<file path="config.mk">
export PLATFORM = sky130hd
export DESIGN_NAME = burst_read_engine
export DESIGN_NICKNAME = d
export VERILOG_FILES = /design/src/rtl/burst_read_engine.sv
export SDC_FILE = /design/constraint.sdc
export NUM_CORES = 1
export LEC_CHECK = 0
export BUFFER_PORTS_ARGS = -buffer_cell sky130_fd_sc_hd__buf_2
export CAP_MARGIN = 20
export CORE_ASPECT_RATIO = 0.8
export CORE_MARGIN = 5
export CORE_UTILIZATION = 45
export DETAILED_ROUTE_END_ITERATION = 10
export PLACE_DENSITY = 0.77
export SYNTH_ARGS = -nofsm -noshare
export SYNTH_HDL_FRONTEND = slang
export SYNTH_SLANG_ARGS = --single-unit
export TNS_END_PERCENT = 30
</file>
<file path="constraint.sdc">
create_clock -name clk -period 1.85 [get_ports clk]
set_input_delay 0.0925 -clock clk [delete_from_list [all_inputs] [get_ports clk]]
set_output_delay 0.0925 -clock clk [all_outputs]
set_load 0.05 [all_outputs]
</file>
<file path="src/rtl/burst_read_engine.sv">
module burst_read_engine #(
  parameter int          AW   = 8,
  parameter logic [15:0] FILL = 16'hC3A5
) (
  input  logic        clk,
  input  logic        rst_n,
  input  logic        cfg_we,
  input  logic [15:0] cfg_wdata,
  output logic [15:0] cfg_q,
  output logic        cfg_error,
  input  logic        ce_n,
  input  logic        adv_n,
  input  logic [15:0] ad_in,
  output logic [15:0] ad_out,
  output logic        ad_oe,
  output logic        rdy,
  output logic        rdy_oe
);

  typedef enum logic [1:0] {S_IDLE, S_LAT, S_DATA} st_t;

  st_t           st;
  logic [2:0]    lat_q, len_q;
  logic          pol_q, ph_q, early;
  logic [3:0]    cnt;
  logic [AW-1:0] addr, inc, nxt;
  logic [15:0]   dout;

  wire len_ok = (cfg_wdata[2:0] == 3'd0) || (cfg_wdata[2:0] == 3'd2) ||
                (cfg_wdata[2:0] == 3'd3);
  wire cfg_ok = (cfg_wdata[13:11] != 3'd0) && cfg_wdata[3] && len_ok;

  assign cfg_q = {2'b00, lat_q, pol_q, 1'b1, ph_q, 2'b11, 2'b00, 1'b1, len_q};

  always_ff @(posedge clk or negedge rst_n) begin
    if (!rst_n) begin
      lat_q     <= 3'd5;
      pol_q     <= 1'b1;
      ph_q      <= 1'b1;
      len_q     <= 3'd0;
      cfg_error <= 1'b0;
    end else if (cfg_we) begin
      cfg_error <= !cfg_ok;
      if (cfg_ok) begin
        lat_q <= cfg_wdata[13:11];
        pol_q <= cfg_wdata[10];
        ph_q  <= cfg_wdata[8];
        len_q <= cfg_wdata[2:0];
      end
    end
  end

  assign inc = addr + 1'b1;
  always_comb begin
    case (len_q)
      3'd2:    nxt = {addr[AW-1:3], inc[2:0]};
      3'd3:    nxt = {addr[AW-1:4], inc[3:0]};
      default: nxt = inc;
    endcase
  end

  always_ff @(posedge clk or negedge rst_n) begin
    if (!rst_n) begin
      st    <= S_IDLE;
      cnt   <= '0;
      addr  <= '0;
      early <= 1'b0;
      dout  <= '0;
    end else if (ce_n) begin
      st    <= S_IDLE;
      early <= 1'b0;
    end else if (!adv_n) begin
      st    <= S_LAT;
      cnt   <= '0;
      addr  <= ad_in[AW-1:0];
      early <= 1'b0;
    end else if (st == S_LAT) begin
      cnt <= cnt + 4'd1;
      if (cnt == {1'b0, lat_q} - 4'd1) early <= 1'b1;
      if (cnt == {1'b0, lat_q}) begin
        st   <= S_DATA;
        dout <= FILL ^ 16'(addr);
        addr <= nxt;
      end
    end else if (st == S_DATA) begin
      dout <= FILL ^ 16'(addr);
      addr <= nxt;
    end
  end

  wire rdy_act = ph_q ? (st == S_DATA) : early;
  assign rdy    = pol_q ? rdy_act : !rdy_act;
  assign rdy_oe = !ce_n;
  assign ad_oe  = !ce_n && (st == S_DATA);
  assign ad_out = dout;

  wire [15:0] cur_a = ad_out ^ FILL;

  assert_cfg_hold_R9: assert property (@(posedge clk) disable iff (!rst_n)
    (cfg_we && !cfg_ok) |=> (cfg_error && $stable(cfg_q)));

  assert_first_word_R2: assert property (@(posedge clk) disable iff (!rst_n)
    $rose(ad_oe) |-> ($past(adv_n) && $past(adv_n, 2)));

  assert_rdy_phase_R3: assert property (@(posedge clk) disable iff (!rst_n)
    ($rose(ad_oe) && !$past(cfg_we) && !$past(cfg_we, 2)) |-> ($past(rdy_act) != ph_q));

  assert_wrap8_R6: assert property (@(posedge clk) disable iff (!rst_n)
    (ad_oe && $past(ad_oe) && len_q == 3'd2 && !$past(cfg_we) && !$past(cfg_we, 2)
     && !$past(cfg_we, 3))
    |-> (cur_a[AW-1:3] == $past(cur_a[AW-1:3]) && cur_a[2:0] == 3'($past(cur_a[2:0]) + 3'd1)));

  assert_linear_R8: assert property (@(posedge clk) disable iff (!rst_n)
    (ad_oe && $past(ad_oe) && len_q == 3'd0 && !$past(cfg_we) && !$past(cfg_we, 2)
     && !$past(cfg_we, 3))
    |-> (cur_a[AW-1:0] == AW'($past(cur_a[AW-1:0]) + 1'b1)));

endmodule

</file>
# [Yosys cells after proc, flatten, opt, wreduce, memory -nomap -nowiden]
# Cells that the tools add are included.
# Widths: inputs -> output; s select.
[totals] out_inout_bits=36 register_bits=40
[op_classes] n_reduce_logical=17 add_sub_neg=3 n_bitwise=2 n_eq_ne=15 mux=20
[op_table] cell="$mux 16" count=3
[op_table] cell="$mux 8" count=4
[op_table] cell="$pmux 8 s2" count=1
[op_table] cell="$eq 3x2->1 const B" count=4
[op_table] cell="$ne 3x2->1 const B" count=4
[op_table] cell="$add 8x1->8 const B" count=1
[op_table] cell="$mux 2" count=4
[op_table] cell="$mux 4" count=2
[op_table] cell="$not 4->8" count=1
[op_table] cell="$reduce_and 2->1" count=4
[op_table] cell="$mux 1" count=6
[op_table] cell="$add 4x1->4 const B" count=1
[op_table] cell="$eq 4x3->1" count=1
[op_table] cell="$eq 4x4->1" count=1
[op_table] cell="$ne 2x1->1 const B" count=2
[op_table] cell="$reduce_and 4->1" count=1
[op_table] cell="$sub 3x1->4 const B" count=1
[op_table] cell="$logic_and 1x1->1" count=3
[op_table] cell="$logic_not 1->1" count=3
[op_table] cell="$logic_not 3->1" count=1
[op_table] cell="$ne 3x1->1 const B" count=1
[op_table] cell="$reduce_and 3->1" count=1
[op_table] cell="$reduce_bool 3->1" count=1
[op_table] cell="$eq 2x1->1 const B" count=1
[op_table] cell="other kinds (4)" count=5

# [Logic depth before layout (Yosys ltp)]
[depth] word_depth=6 ltp_mapped=6 depth_no_buf=6

# [Worst setup path after synthesis]
# OpenSTA, ideal clock, no wires.
[synth_timing] path_type="register to register" from="register lat_q[0]" to="register dout[1] (netlist: ad_out[1])" path_buffers=0 t_arrival_ns=1.818 slack_ns=-0.092 synth_period_minus_slack_ns=1.942 stages_incl_launch_ff=5 cell_sequence="dfstp_2 xnor2_1 nand4_1 a21oi_2 mux2_2"
[synth_via] elab_chain_len=3
[synth_lines] item="from (decl)" line="23" source="logic [2:0] lat_q, len_q;"
[synth_lines] item="from (signal assigned)" line="45" source="lat_q <= cfg_wdata[13:11];"
[synth_lines] item="$eq 4x3->1" line="80" source="if (cnt == {1'b0, lat_q}) begin"
[synth_lines] item="$ne 2x1->1 (no line)"
[synth_lines] item="$reduce_and 4->1 (no line)"
[synth_lines] item="to (signal assigned)" line="82" source="dout <= FILL ^ 16'(addr);"
[synth_lines] item="to (signal assigned)" line="86" source="dout <= FILL ^ 16'(addr);"
[synth_lines] item="to (decl)" line="27" source="logic [15:0] dout;"
# No other way between the ends.
# A chain may end at the register's enable or synchronous reset.

# [Worst setup path in the final report]
[layout_timing] from="register lat_q[1]" to="register dout[7] (netlist: ad_out[7])"
# The elaborated chain is that of the path after synthesis.

==> impl_metrics.py <==
metrics = {
    "cells_and_area": {
        "final_cell_mix": "buf_2 (44), dfrtp_1 (28), buf_4 (13), conb_1 (12)",
        "nNetsFinal": 298,
        "n_antenna_cell": 0,
        "finish.utilization_pct": 58.4,
        "regArea_um2": 836,
        "fin_area_mm2": 0.00249,
        "fillers": 378,
        "final_common_cell": "buf_2",
        "stdcell_count": 316,
        "drive_above_1_share_pct": 37.5,
        "multi_input_area_mm2": 0.00110,
        "areaGrowthSynthToFinish_pct": 24.0,
    },
    "yosys": {
        "ys_types": 53,
        "synth_edf_count": 0,
        "synth_ff_type": "dfrtp_1",
        "syn_inst": 205,
        "ys_seq_area_share_pct": 41.4,
        "synth.avg_cell_area_um2": 9.78,
        "ys_warn_count": 0,
        "syn_area_mm2": 0.00201,
        "synthArstFlopShare_pct": 100,
        "ys_seq_elements": 33,
    },
    "critical_path": {
        "crit_type": "flop to flop",
        "cp_num_buf_inv": 1,
        "crit_slowest_cell": "dfrtp_1",
        "path_delay_family": "flip-flops",
        "slowest_delay_ns": 0.46,
        "end_kind": "flop",
        "crit_chain": "xnor2_1 > nand4_1 > a21oi_4 > buf_12 > mux2_2",
        "crit_fanout": 7,
        "critPathLaunchType": "flop",
        "cp.required_ns": 2.02,
        "critPathArrivalTime_ns": 2.01,
    },
    "pwr": {
        "internal_power_mw": 1.76,
        "power.density_mw_per_mm2": 1370,
        "p_leak_nw": 1.13,
        "p_clk_share_pct": 15.4,
        "peakVddDrop_uv": 811,
        "switching_share_pct": 48.3,
        "netSwitchingPower_mw": 1.65,
        "p_seq_share_pct": 33.4,
        "power_frac_comb_pct": 51.2,
    },
    "sta": {
        "setup_ws_ns": 0.00863,
        "rsz0062_at_grt": "true",
        "worst_slew_pin_slew_ns": 0.737,
        "finalSetupViolations": 0,
        "hold_viol": 0,
        "fin_setup_tns_ns": 0,
        "skew_ns": 0.00955,
        "min_period_ns": 1.84,
        "slew_violations": 0,
        "period_share_pct": 99.5,
        "relSlewSlack_pct": 50.9,
        "fmax_ghz": 0.543,
    },
    "global_route": {
        "grt_pass1_vias": 1654,
        "grt_use_total_pct": 16.7,
        "grt_pass1_wl_mm": 8.02,
        "grt_start_max_net_pins": 34,
        "grt_overflow": 0,
        "antenna_found_initial": 0,
    },
    "route": {
        "antenna_left": 0,
        "vias": 1755,
        "detail_route.wl_per_cell_um": 15.6,
        "routed_wl_mm": 4.93,
        "dr.pass1.iters": 5,
        "drt_iter0_drc": 259,
        "viasPerCell": 5.55,
        "drc": 0,
    },
    "status": {
        "status": "complete, no violations",
    },
    "clocking": {
        "cts_root_buffer": "clkbuf_8",
        "htreeDepth": 2,
        "clk_pin_slew_ns": 0.07,
        "numCtsBuffers": 5,
        "clock-sinks": 33,
        "cts_tree": "done",
        "clock_latency_ns": 0.29,
        "cts_max_path_buffers": 2,
    },
    "floorplan": {
        "io-pin-count": 73,
        "die_area_mm2": 0.00590,
        "die_w_um": 84.6,
        "die_h_um": 69.7,
        "start_util_pct": 47.1,
        "row_count": 21,
        "core_area_mm2": 0.00426,
    },
    "min_path": {
        "hold_class": "primary input to flop",
    },
    "flow_run": {
        "maxCapViolations": 0,
    },
    "place": {
        "port-buffer-count": 45,
        "dpl.cell_count": 306,
        "dp_slack_ns": -0.0170,
        "dp_hpwl_mm": 3.66,
        "routabilityCongestion": 0.864,
        "placed_cell_area_mm2": 0.00230,
    },
}
==> stage by stage <==
step	hold slack, ns	power [mW]
global placement	0.193	2.73
global route	0.0332	3.60
floorplan	-0.203	2.41
finish	0.0334	3.41
CTS	0.0311	3.33
detailed placement	0.205	2.77
==> routing by layer <==
| metal | GRT usage, % | up-vias | part of all wire [%] |
|---|---|---|---|
| li1 | - | 827 | - |
| met1 | 22.2 | 829 | 44 |
| met2 | 26.7 | 80 | 46 |
| met3 | 4.28 | 19 | 7.7 |
| met4 | 4.92 | 0 | 2.5 |
| met5 | 0 | - | 0 |
==> worst min-delay path, cell delays in order <==
cell     delay (ns)
buf_2          0.10
nand2_1        0.05
o21ai_0        0.07
==> path summary, 6_finish.rpt <==
| kind | cells after the start | from | slack, ns | end |
|---|---|---|---|---|
| min in group asynchronous | 2 | rst_n | 0.39 | addr[6]$_DFFE_PN0P_ |
| setup / recovery | 5 | lat_q[1]$_DFFE_PN0P_ | 0.009 | ad_out[7]$_DFFE_PN0P_ |
| max in group asynchronous | 2 | rst_n | 0.94 | st[1]$_DFFE_PN0P_ |
| hold / removal | 3 | cfg_wdata[11] | 0.03 | lat_q[0]$_DFFE_PN1P_ |
| setup reg to reg | 5 | lat_q[1]$_DFFE_PN0P_ | 0.009 | ad_out[7]$_DFFE_PN0P_ |
| hold reg to reg | 1 | ad_out[1]$_DFFE_PN0P_ | 0.51 | ad_out[1]$_DFFE_PN0P_ |
==> cell families after synthesis <==
| kind of cell | after synthesis | share of synthesized area, % |
|---|---|---|
| simple gates | 69 | 19.7 |
| compound gates | 35 | 12.8 |
| buf+inv | 35 | 9.73 |
| flops | 33 | 41.4 |
| mux | 17 | 9.30 |
| xor+xnor | 11 | 4.80 |
| fa+ha+maj | 3 | 1.87 |
| other cells | 2 | 0.374 |
==> state kept, by name, summed over array words and instances, names as in the netlist <==
signal / cells
len_q: 3
lat_q: 3
ad_out: 9
ph_q: 1
addr: 8
cnt: 4
st: 2
pol_q: 1
early: 1
cfg_error: 1
==> area by class of cell <==
type / instances / share of cell area, %
Timing Repair Buffer: 60 / 14.3
Multi-Input combinational cell: 147 / 44.2
Clock buffer: 6 / 2.92
Clock inverter: 2 / 0.403
Tap cell: 57 / 2.87
Inverter: 11 / 1.66
Sequential cell: 33 / 33.6
==> power groups by stage <==
stage	Combinational, mW	Sequential, mW	Clock [mW]
floorplan	0.877	1.54	0
detailed placement	1.65	1.13	0
CTS	1.68	1.12	0.537
global route	1.85	1.18	0.574
finish	1.74	1.14	0.526
global placement	1.62	1.11	0
==> cell usage after synthesis (4+ instances only) <==
| cell | count | area, um2 |
|---|---|---|
| a21oi_1 | 8 | 40.0 |
| dfrtp_1 | 29 | 726 |
| buf_4 | 17 | 128 |
| nand2_1 | 8 | 30.0 |
| o21ai_0 | 5 | 25.0 |
| nor2b_1 | 4 | 25.0 |
| mux2i_1 | 4 | 40.0 |
| clkbuf_1 | 6 | 22.5 |
| mux2_2 | 13 | 146 |
| dfstp_2 | 4 | 105 |
| xnor2_1 | 8 | 70.1 |
| inv_1 | 11 | 41.3 |
| nor2_1 | 10 | 37.5 |
| nand3_1 | 7 | 35.0 |
| nor3_1 | 8 | 40.0 |
| nand4_1 | 8 | 50.1 |
==> timing repair <==
item                       in CTS  in global routing
hold buffers                    1                  0
buffers inserted                0                  1
setup endpoints to repair       7                 12
pin swaps                       2                  2
resized for setup               2                 10
hold endpoints to repair       29                  0
Power figures use the tool's default switching activity.
